### config.mk
export PLATFORM = sky130hd
export DESIGN_NAME = hbridge_polarity_gate
export DESIGN_NICKNAME = d
export VERILOG_FILES = /design/src/rtl/hbg_pkg.sv /design/src/rtl/hbg_flag_filter.sv /design/src/rtl/hbg_polarity_tracker.sv /design/src/rtl/hbg_leg_driver.sv /design/src/rtl/hbridge_polarity_gate.sv
export SDC_FILE = /design/constraint.sdc
export NUM_CORES = 1
export LEC_CHECK = 0
export BUFFER_PORTS_ARGS = -buffer_cell sky130_fd_sc_hd__buf_2
export CAP_MARGIN = 10
export CORE_AREA = 2 2 53 55
export DETAILED_ROUTE_END_ITERATION = 10
export DIE_AREA = 0 0 55 57
export PLACE_DENSITY = 0.55
export SLEW_MARGIN = 0
export SYNTH_ARGS = -nofsm -noshare
export SYNTH_HDL_FRONTEND = slang
export SYNTH_SLANG_ARGS = --single-unit
### constraint.sdc
create_clock -name clk -period 1.2 [get_ports clk]
set_clock_uncertainty 0.2 [all_clocks]
set_input_delay 0 -clock clk [delete_from_list [all_inputs] [get_ports clk]]
set_output_delay 0 -clock clk [all_outputs]
set_load 0.02 [all_outputs]
### src/rtl/hbg_pkg.sv
package hbg_pkg;

  typedef enum logic [1:0] {
    POL_NONE = 2'b00,
    POL_POS  = 2'b01,
    POL_NEG  = 2'b10
  } pol_e;

  typedef struct packed {
    logic hi;
    logic lo;
  } leg_gates_t;

  // Polarity update from filtered conduction votes; holds on clash or tie.
  function automatic pol_e next_polarity(input logic vote_pos, input logic vote_neg,
                                         input logic clash, input pol_e cur);
    if (clash || (vote_pos == vote_neg)) return cur;
    return vote_pos ? POL_POS : POL_NEG;
  endfunction

  // Gate pattern for one leg: current out of leg -> upper follows pwm,
  // current into leg -> lower follows inverted pwm.
  function automatic leg_gates_t leg_drive(input logic decided, input logic out_pos,
                                           input logic pwm);
    leg_gates_t g;
    g.hi = decided & out_pos & pwm;
    g.lo = decided & ~out_pos & ~pwm;
    return g;
  endfunction

endpackage

### src/rtl/hbg_flag_filter.sv
module hbg_flag_filter #(
  parameter int SYNC_STAGES = 2,
  parameter int FILT_LEN    = 3
) (
  input  logic clk,
  input  logic rst_n,
  input  logic flag_n,
  output logic conducting
);

  logic [SYNC_STAGES-1:0] sync_q;
  logic [FILT_LEN-1:0]    hist_q;
  logic                   agree_low;
  logic                   agree_high;
  logic                   window_agree;

  always_ff @(posedge clk or negedge rst_n) begin
    if (!rst_n) begin
      sync_q <= '1;
      hist_q <= '1;
    end else begin
      sync_q <= {sync_q[SYNC_STAGES-2:0], flag_n};
      hist_q <= {hist_q[FILT_LEN-2:0], sync_q[SYNC_STAGES-1]};
    end
  end

  assign agree_low    = (hist_q == '0);
  assign agree_high   = &hist_q;
  assign window_agree = agree_low | agree_high;

  always_ff @(posedge clk or negedge rst_n) begin
    if (!rst_n)          conducting <= 1'b0;
    else if (agree_low)  conducting <= 1'b1;
    else if (agree_high) conducting <= 1'b0;
  end

  // the filtered flag moves only after a full agreeing window
  assert_filter_window_R7: assert property (@(posedge clk) disable iff (!rst_n)
    (conducting != $past(conducting)) |-> $past(window_agree));

endmodule

### src/rtl/hbg_polarity_tracker.sv
module hbg_polarity_tracker
  import hbg_pkg::*;
(
  input  logic       clk,
  input  logic       rst_n,
  input  logic [3:0] cond,      // [3]=A upper, [2]=A lower, [1]=B upper, [0]=B lower
  output logic [1:0] pol_code,
  output logic       fault
);

  localparam int A_HI = 3;
  localparam int A_LO = 2;
  localparam int B_HI = 1;
  localparam int B_LO = 0;

  pol_e pol_q, pol_d;
  logic leg_clash, vote_pos, vote_neg, no_evidence;

  assign leg_clash   = (cond[A_HI] & cond[A_LO]) | (cond[B_HI] & cond[B_LO]);
  assign no_evidence = ~|cond;
  assign vote_pos    = (cond[A_LO] & ~cond[A_HI]) | (cond[B_HI] & ~cond[B_LO]);
  assign vote_neg    = (cond[A_HI] & ~cond[A_LO]) | (cond[B_LO] & ~cond[B_HI]);

  always_comb pol_d = next_polarity(vote_pos, vote_neg, leg_clash, pol_q);

  always_ff @(posedge clk or negedge rst_n) begin
    if (!rst_n) begin
      pol_q <= POL_NONE;
      fault <= 1'b0;
    end else begin
      pol_q <= pol_d;
      if (leg_clash) fault <= 1'b1;
    end
  end

  assign pol_code = pol_q;

  // polarity held while no diode conducts
  assert_hold_idle_R6: assert property (@(posedge clk) disable iff (!rst_n)
    no_evidence |=> (pol_q == $past(pol_q)));
  // same-leg clash keeps polarity and raises fault
  assert_clash_hold_R8: assert property (@(posedge clk) disable iff (!rst_n)
    leg_clash |=> (pol_q == $past(pol_q)) && fault);
  // fault is sticky
  assert_fault_sticky_R8: assert property (@(posedge clk) disable iff (!rst_n)
    fault |=> fault);
  // cross-leg disagreement keeps polarity and fault
  assert_cross_hold_R9: assert property (@(posedge clk) disable iff (!rst_n)
    (vote_pos && vote_neg && !leg_clash) |=>
      (pol_q == $past(pol_q)) && (fault == $past(fault)));

endmodule

### src/rtl/hbg_leg_driver.sv
module hbg_leg_driver
  import hbg_pkg::*;
(
  input  logic clk,
  input  logic rst_n,
  input  logic decided,
  input  logic out_pos,
  input  logic pwm,
  output logic gate_hi,
  output logic gate_lo
);

  leg_gates_t g_d;

  always_comb g_d = leg_drive(decided, out_pos, pwm);

  always_ff @(posedge clk or negedge rst_n) begin
    if (!rst_n) begin
      gate_hi <= 1'b0;
      gate_lo <= 1'b0;
    end else begin
      gate_hi <= g_d.hi;
      gate_lo <= g_d.lo;
    end
  end

  // never both switches of a leg
  assert_single_gate_R4: assert property (@(posedge clk) disable iff (!rst_n)
    !(gate_hi && gate_lo));
  // no gating before a polarity exists
  assert_idle_undecided_R1: assert property (@(posedge clk) disable iff (!rst_n)
    !decided |=> (!gate_hi && !gate_lo));

endmodule

### src/rtl/hbridge_polarity_gate.sv
module hbridge_polarity_gate
  import hbg_pkg::*;
#(
  parameter int SYNC_STAGES = 2,
  parameter int FILT_LEN    = 3
) (
  input  logic clk,
  input  logic rst_n,
  input  logic pwm_a,
  input  logic pwm_b,
  input  logic diode_a_hi_n,
  input  logic diode_a_lo_n,
  input  logic diode_b_hi_n,
  input  logic diode_b_lo_n,
  output logic gate_a_hi,
  output logic gate_a_lo,
  output logic gate_b_hi,
  output logic gate_b_lo,
  output logic fault
);

  localparam int NUM_LEGS  = 2;
  localparam int NUM_FLAGS = 2 * NUM_LEGS;

  logic [NUM_FLAGS-1:0] flags_n;
  logic [NUM_FLAGS-1:0] cond;
  logic [1:0]           pol_code;
  logic                 decided;
  logic [NUM_LEGS-1:0]  leg_pos;
  logic [NUM_LEGS-1:0]  leg_pwm;
  logic [NUM_LEGS-1:0]  g_hi;
  logic [NUM_LEGS-1:0]  g_lo;

  assign flags_n = {diode_a_hi_n, diode_a_lo_n, diode_b_hi_n, diode_b_lo_n};

  for (genvar f = 0; f < NUM_FLAGS; f++) begin : g_flag
    hbg_flag_filter #(.SYNC_STAGES(SYNC_STAGES), .FILT_LEN(FILT_LEN)) u_filt (
      .clk(clk), .rst_n(rst_n), .flag_n(flags_n[f]), .conducting(cond[f]));
  end

  hbg_polarity_tracker u_track (
    .clk(clk), .rst_n(rst_n), .cond(cond), .pol_code(pol_code), .fault(fault));

  assign decided = (pol_code != POL_NONE);
  // index 1 = leg A, index 0 = leg B; leg B current is the negative of leg A
  assign leg_pos = {pol_code == POL_POS, pol_code == POL_NEG};
  assign leg_pwm = {pwm_a, pwm_b};

  for (genvar l = 0; l < NUM_LEGS; l++) begin : g_leg
    hbg_leg_driver u_leg (
      .clk(clk), .rst_n(rst_n), .decided(decided), .out_pos(leg_pos[l]),
      .pwm(leg_pwm[l]), .gate_hi(g_hi[l]), .gate_lo(g_lo[l]));
  end

  assign gate_a_hi = g_hi[1];
  assign gate_a_lo = g_lo[1];
  assign gate_b_hi = g_hi[0];
  assign gate_b_lo = g_lo[0];

  // legs always steered to opposite sides
  assert_legs_opposite_R5: assert property (@(posedge clk) disable iff (!rst_n)
    !(gate_a_hi && gate_b_hi) && !(gate_a_lo && gate_b_lo));

endmodule

==> run metrics <==
clock root buffer=clkbuf_4; fillers=245; post-route ant nets=0; Multi-input gate area=between 150 and 200 sq um; gr ovfl total=0; pwr dens=1639 nW/um^2; DIE AREA=3135 sq um; gr usage total=around 12%; routed wire length=1.351 mm; Initial Utilization=around 37%; RSZ-0062 raised after global routing=true; FP Rows=19; TritonRoute pass-1 iters=2; Ports=13; worst reg2reg startpoint=g_flag[3].u_filt.conducting; WHS=-0.8334 ps; antenna violations before repair=0; Num Clock Sinks=31; worst-margin pin slew=approximately 370 ps; sequential cell area=800.8 sq um; Final setup viols=1; crit path launch=g_flag[3].u_filt.conducting; htree depth=2; first-pass GRT wire length=approximately 2.4 mm; Clock Tree Buf Depth=2; DR vias/cell=4.538; combinational fraction of design power=13.1%; critical path peak fanout=3; outcome=finished, violations left; register area share after synthesis=82.26%; Final period util=100.6%; Rel. slew slack=75.43%; post-synthesis cell type count=11; arrival time at the worst endpoint=1220 ps; Placed Cells=between 100 and 150; Slew Limit Fails=0; Final Hold Viols=2; clock transition at the registers of the reported paths=100 ps; kind of critical path=reg -> reg; setup slack after layout=-7.371 ps; Synth Register Bits=31; pin count of the biggest net entering global routing=32; antenna cells=0; Clk pwr share=a little over a quarter; vias in the first global route=between 500 and 600; Non-Filler Instances=119; die height=57 um; CTS tree=built; layout cells sized above 1=approximately 60%; Layout Nets=95; P_sw=498.9 uW; routability cong.=about 0.64; port bufs=12; WP data required=1210 ps; HPWL after DPL=846.9 um; Cells after Synth=55; Wirelength per Cell=around 11 um; Leak=0.0005593 uW; area delta synth->final=28.41%; post-synthesis cell area=~970 sq um; chip width=55 um; Pint=1549 uW; fin crit period=between 1000 and 1500 ps; via count=540; Max Freq=between 800 and 900 MHz; initial drt markers=1; cts bufs inserted=5; Ys Warns=0; sequential power share=59.9%; Worst setup EP type=flop; Post-Syn Nets=63; Sw Share=roughly a quarter; worst skew pair latency=330 ps; startpoint types=flop; drc violations=0; violated checks=negative hold slack, negative setup slack; Synth Area per Inst=17.70 sq um; max_cap viols=0; core area=2615 sq um; peak supply drop=1025 uV; HP Class=in -> async
[through the flow]
step / utilization, % / setup slack [ps] / TNS, ps / power, uW / instance area (sq um)
6_report: 47.80 / -7.371 / -7.371 / 2048 / 1250
5_1_grt: 47.80 / -44.41 / -90.73 / 2184 / 1250
3_3_place_gp: 42.44 / 8.633 / 0 / 1479 / 1110
2_1_floorplan: - / -8.016 / -15.94 / 1374 / 973.4
3_5_place_dp: 42.44 / 1.339 / 0 / 1488 / 1110
4_1_cts: 47.27 / -11.93 / -22.43 / 2082 / 1236
[power groups by stage]
stage                     sequential [uW]  combinational (uW)  clock (uW)
after floorplan                      1280                98.7           0
after global placement               1240                 234           0
after detailed placement             1250                 240           0
after CTS                            1230                 263         589
after global routing                 1240                 298         641
final                                1230                 267         554
[layout by cell type (no fill, tap or decap)]
cell type | synthesis | routed
a2bb2oi_1 | 4 | 2
a21bo_2 | 4 | 4
a221o_2 | 1 | 1
nand2_1 | 1 | 1
buf_4 | 0 | 6
dlygate4sd3_1 | 0 | 7
and3b_1 | 1 | 1
clkbuf_4 | 0 | 5
clkinv_2 | 0 | 1
nor2b_1 | 2 | 2
dfrtp_1 | 11 | 11
nor2_1 | 7 | 7
clkbuf_1 | 0 | 2
or2_1 | 2 | 2
maj3_2 | 2 | 2
a2bb2oi_2 | 0 | 2
dfstp_2 | 20 | 20
buf_2 | 0 | 12
[synthesized netlist by cell type]
| master | count | area [sq um] |
|---|---|---|
| a21bo_2 | 4 | 40.04 |
| a221o_2 | 1 | 11.26 |
| a2bb2oi_1 | 4 | 35.03 |
| and3b_1 | 1 | 8.760 |
| dfrtp_1 | 11 | 275.3 |
| dfstp_2 | 20 | 525.5 |
| maj3_2 | 2 | 22.52 |
| nand2_1 | 1 | 3.750 |
| nor2_1 | 7 | 26.28 |
| nor2b_1 | 2 | 12.51 |
| or2_1 | 2 | 12.51 |
[registers in the layout, indices dropped and copies added (netlist names)]
signal	count
g_flag.u_filt.conducting	4
g_leg.u_leg.gate_hi	2
u_track.fault	1
g_leg.u_leg.gate_lo	2
u_track.pol_code	2
g_flag.u_filt.sync_q	8
g_flag.u_filt.hist_q	12
[critical path, stage by stage, from the launching register on]
cell     delay (ps)
dfrtp_1         400
or2_1           210
maj3_2          280
[final cells by class]
cell class	instances	share of cell area, %
Tap cell	31	3.103
Clock inverter	1	0.4004
Sequential cell	31	64.06
Clock buffer	7	3.604
Timing Repair Buffer	25	14.01
Multi-Input combinational cell	24	14.81
[repair_timing]
action,in CTS,in global routing
buffers inserted,0,1
setup endpoints to repair,3,5
gates cloned,0,0
resized for setup,1,1
hold buffers,7,0
hold endpoints to repair,39,0
[kinds of logic after synthesis]
logic type / count (synthesis) / synth area share [%]
compound gates: 9 / 8.869
fa+ha+maj: 2 / 2.313
flops: 31 / 82.26
simple gates: 13 / 6.555
[per-layer routing]
metal / global-route usage [%] / up-vias / part of all wire, %
li1: - / 251 / -
met1: 12.04 / 262 / 41
met2: 17.69 / 19 / 48
met3: 5.497 / 8 / 6.1
met4: 11.50 / 0 / 4.5
met5: 0 / - / 0
[worst paths after layout]
| path | to | cells past startpoint | slack [ps] |
|---|---|---|---|
| max | u_track.pol_code[1] | 2 | -7 |
| min | u_track.fault | 3 | -0.8 |
| max reg2reg | u_track.pol_code[1] | 2 | -7 |
| min reg2reg | g_flag[0].u_filt.hist_q[2] | 0 | 160 |
| max in group asynchronous | g_flag[2].u_filt.sync_q[1] | 3 | 470 |
| min in group clk | g_flag[2].u_filt.sync_q[0] | 2 | 120 |
Power figures use the tool's default switching activity.
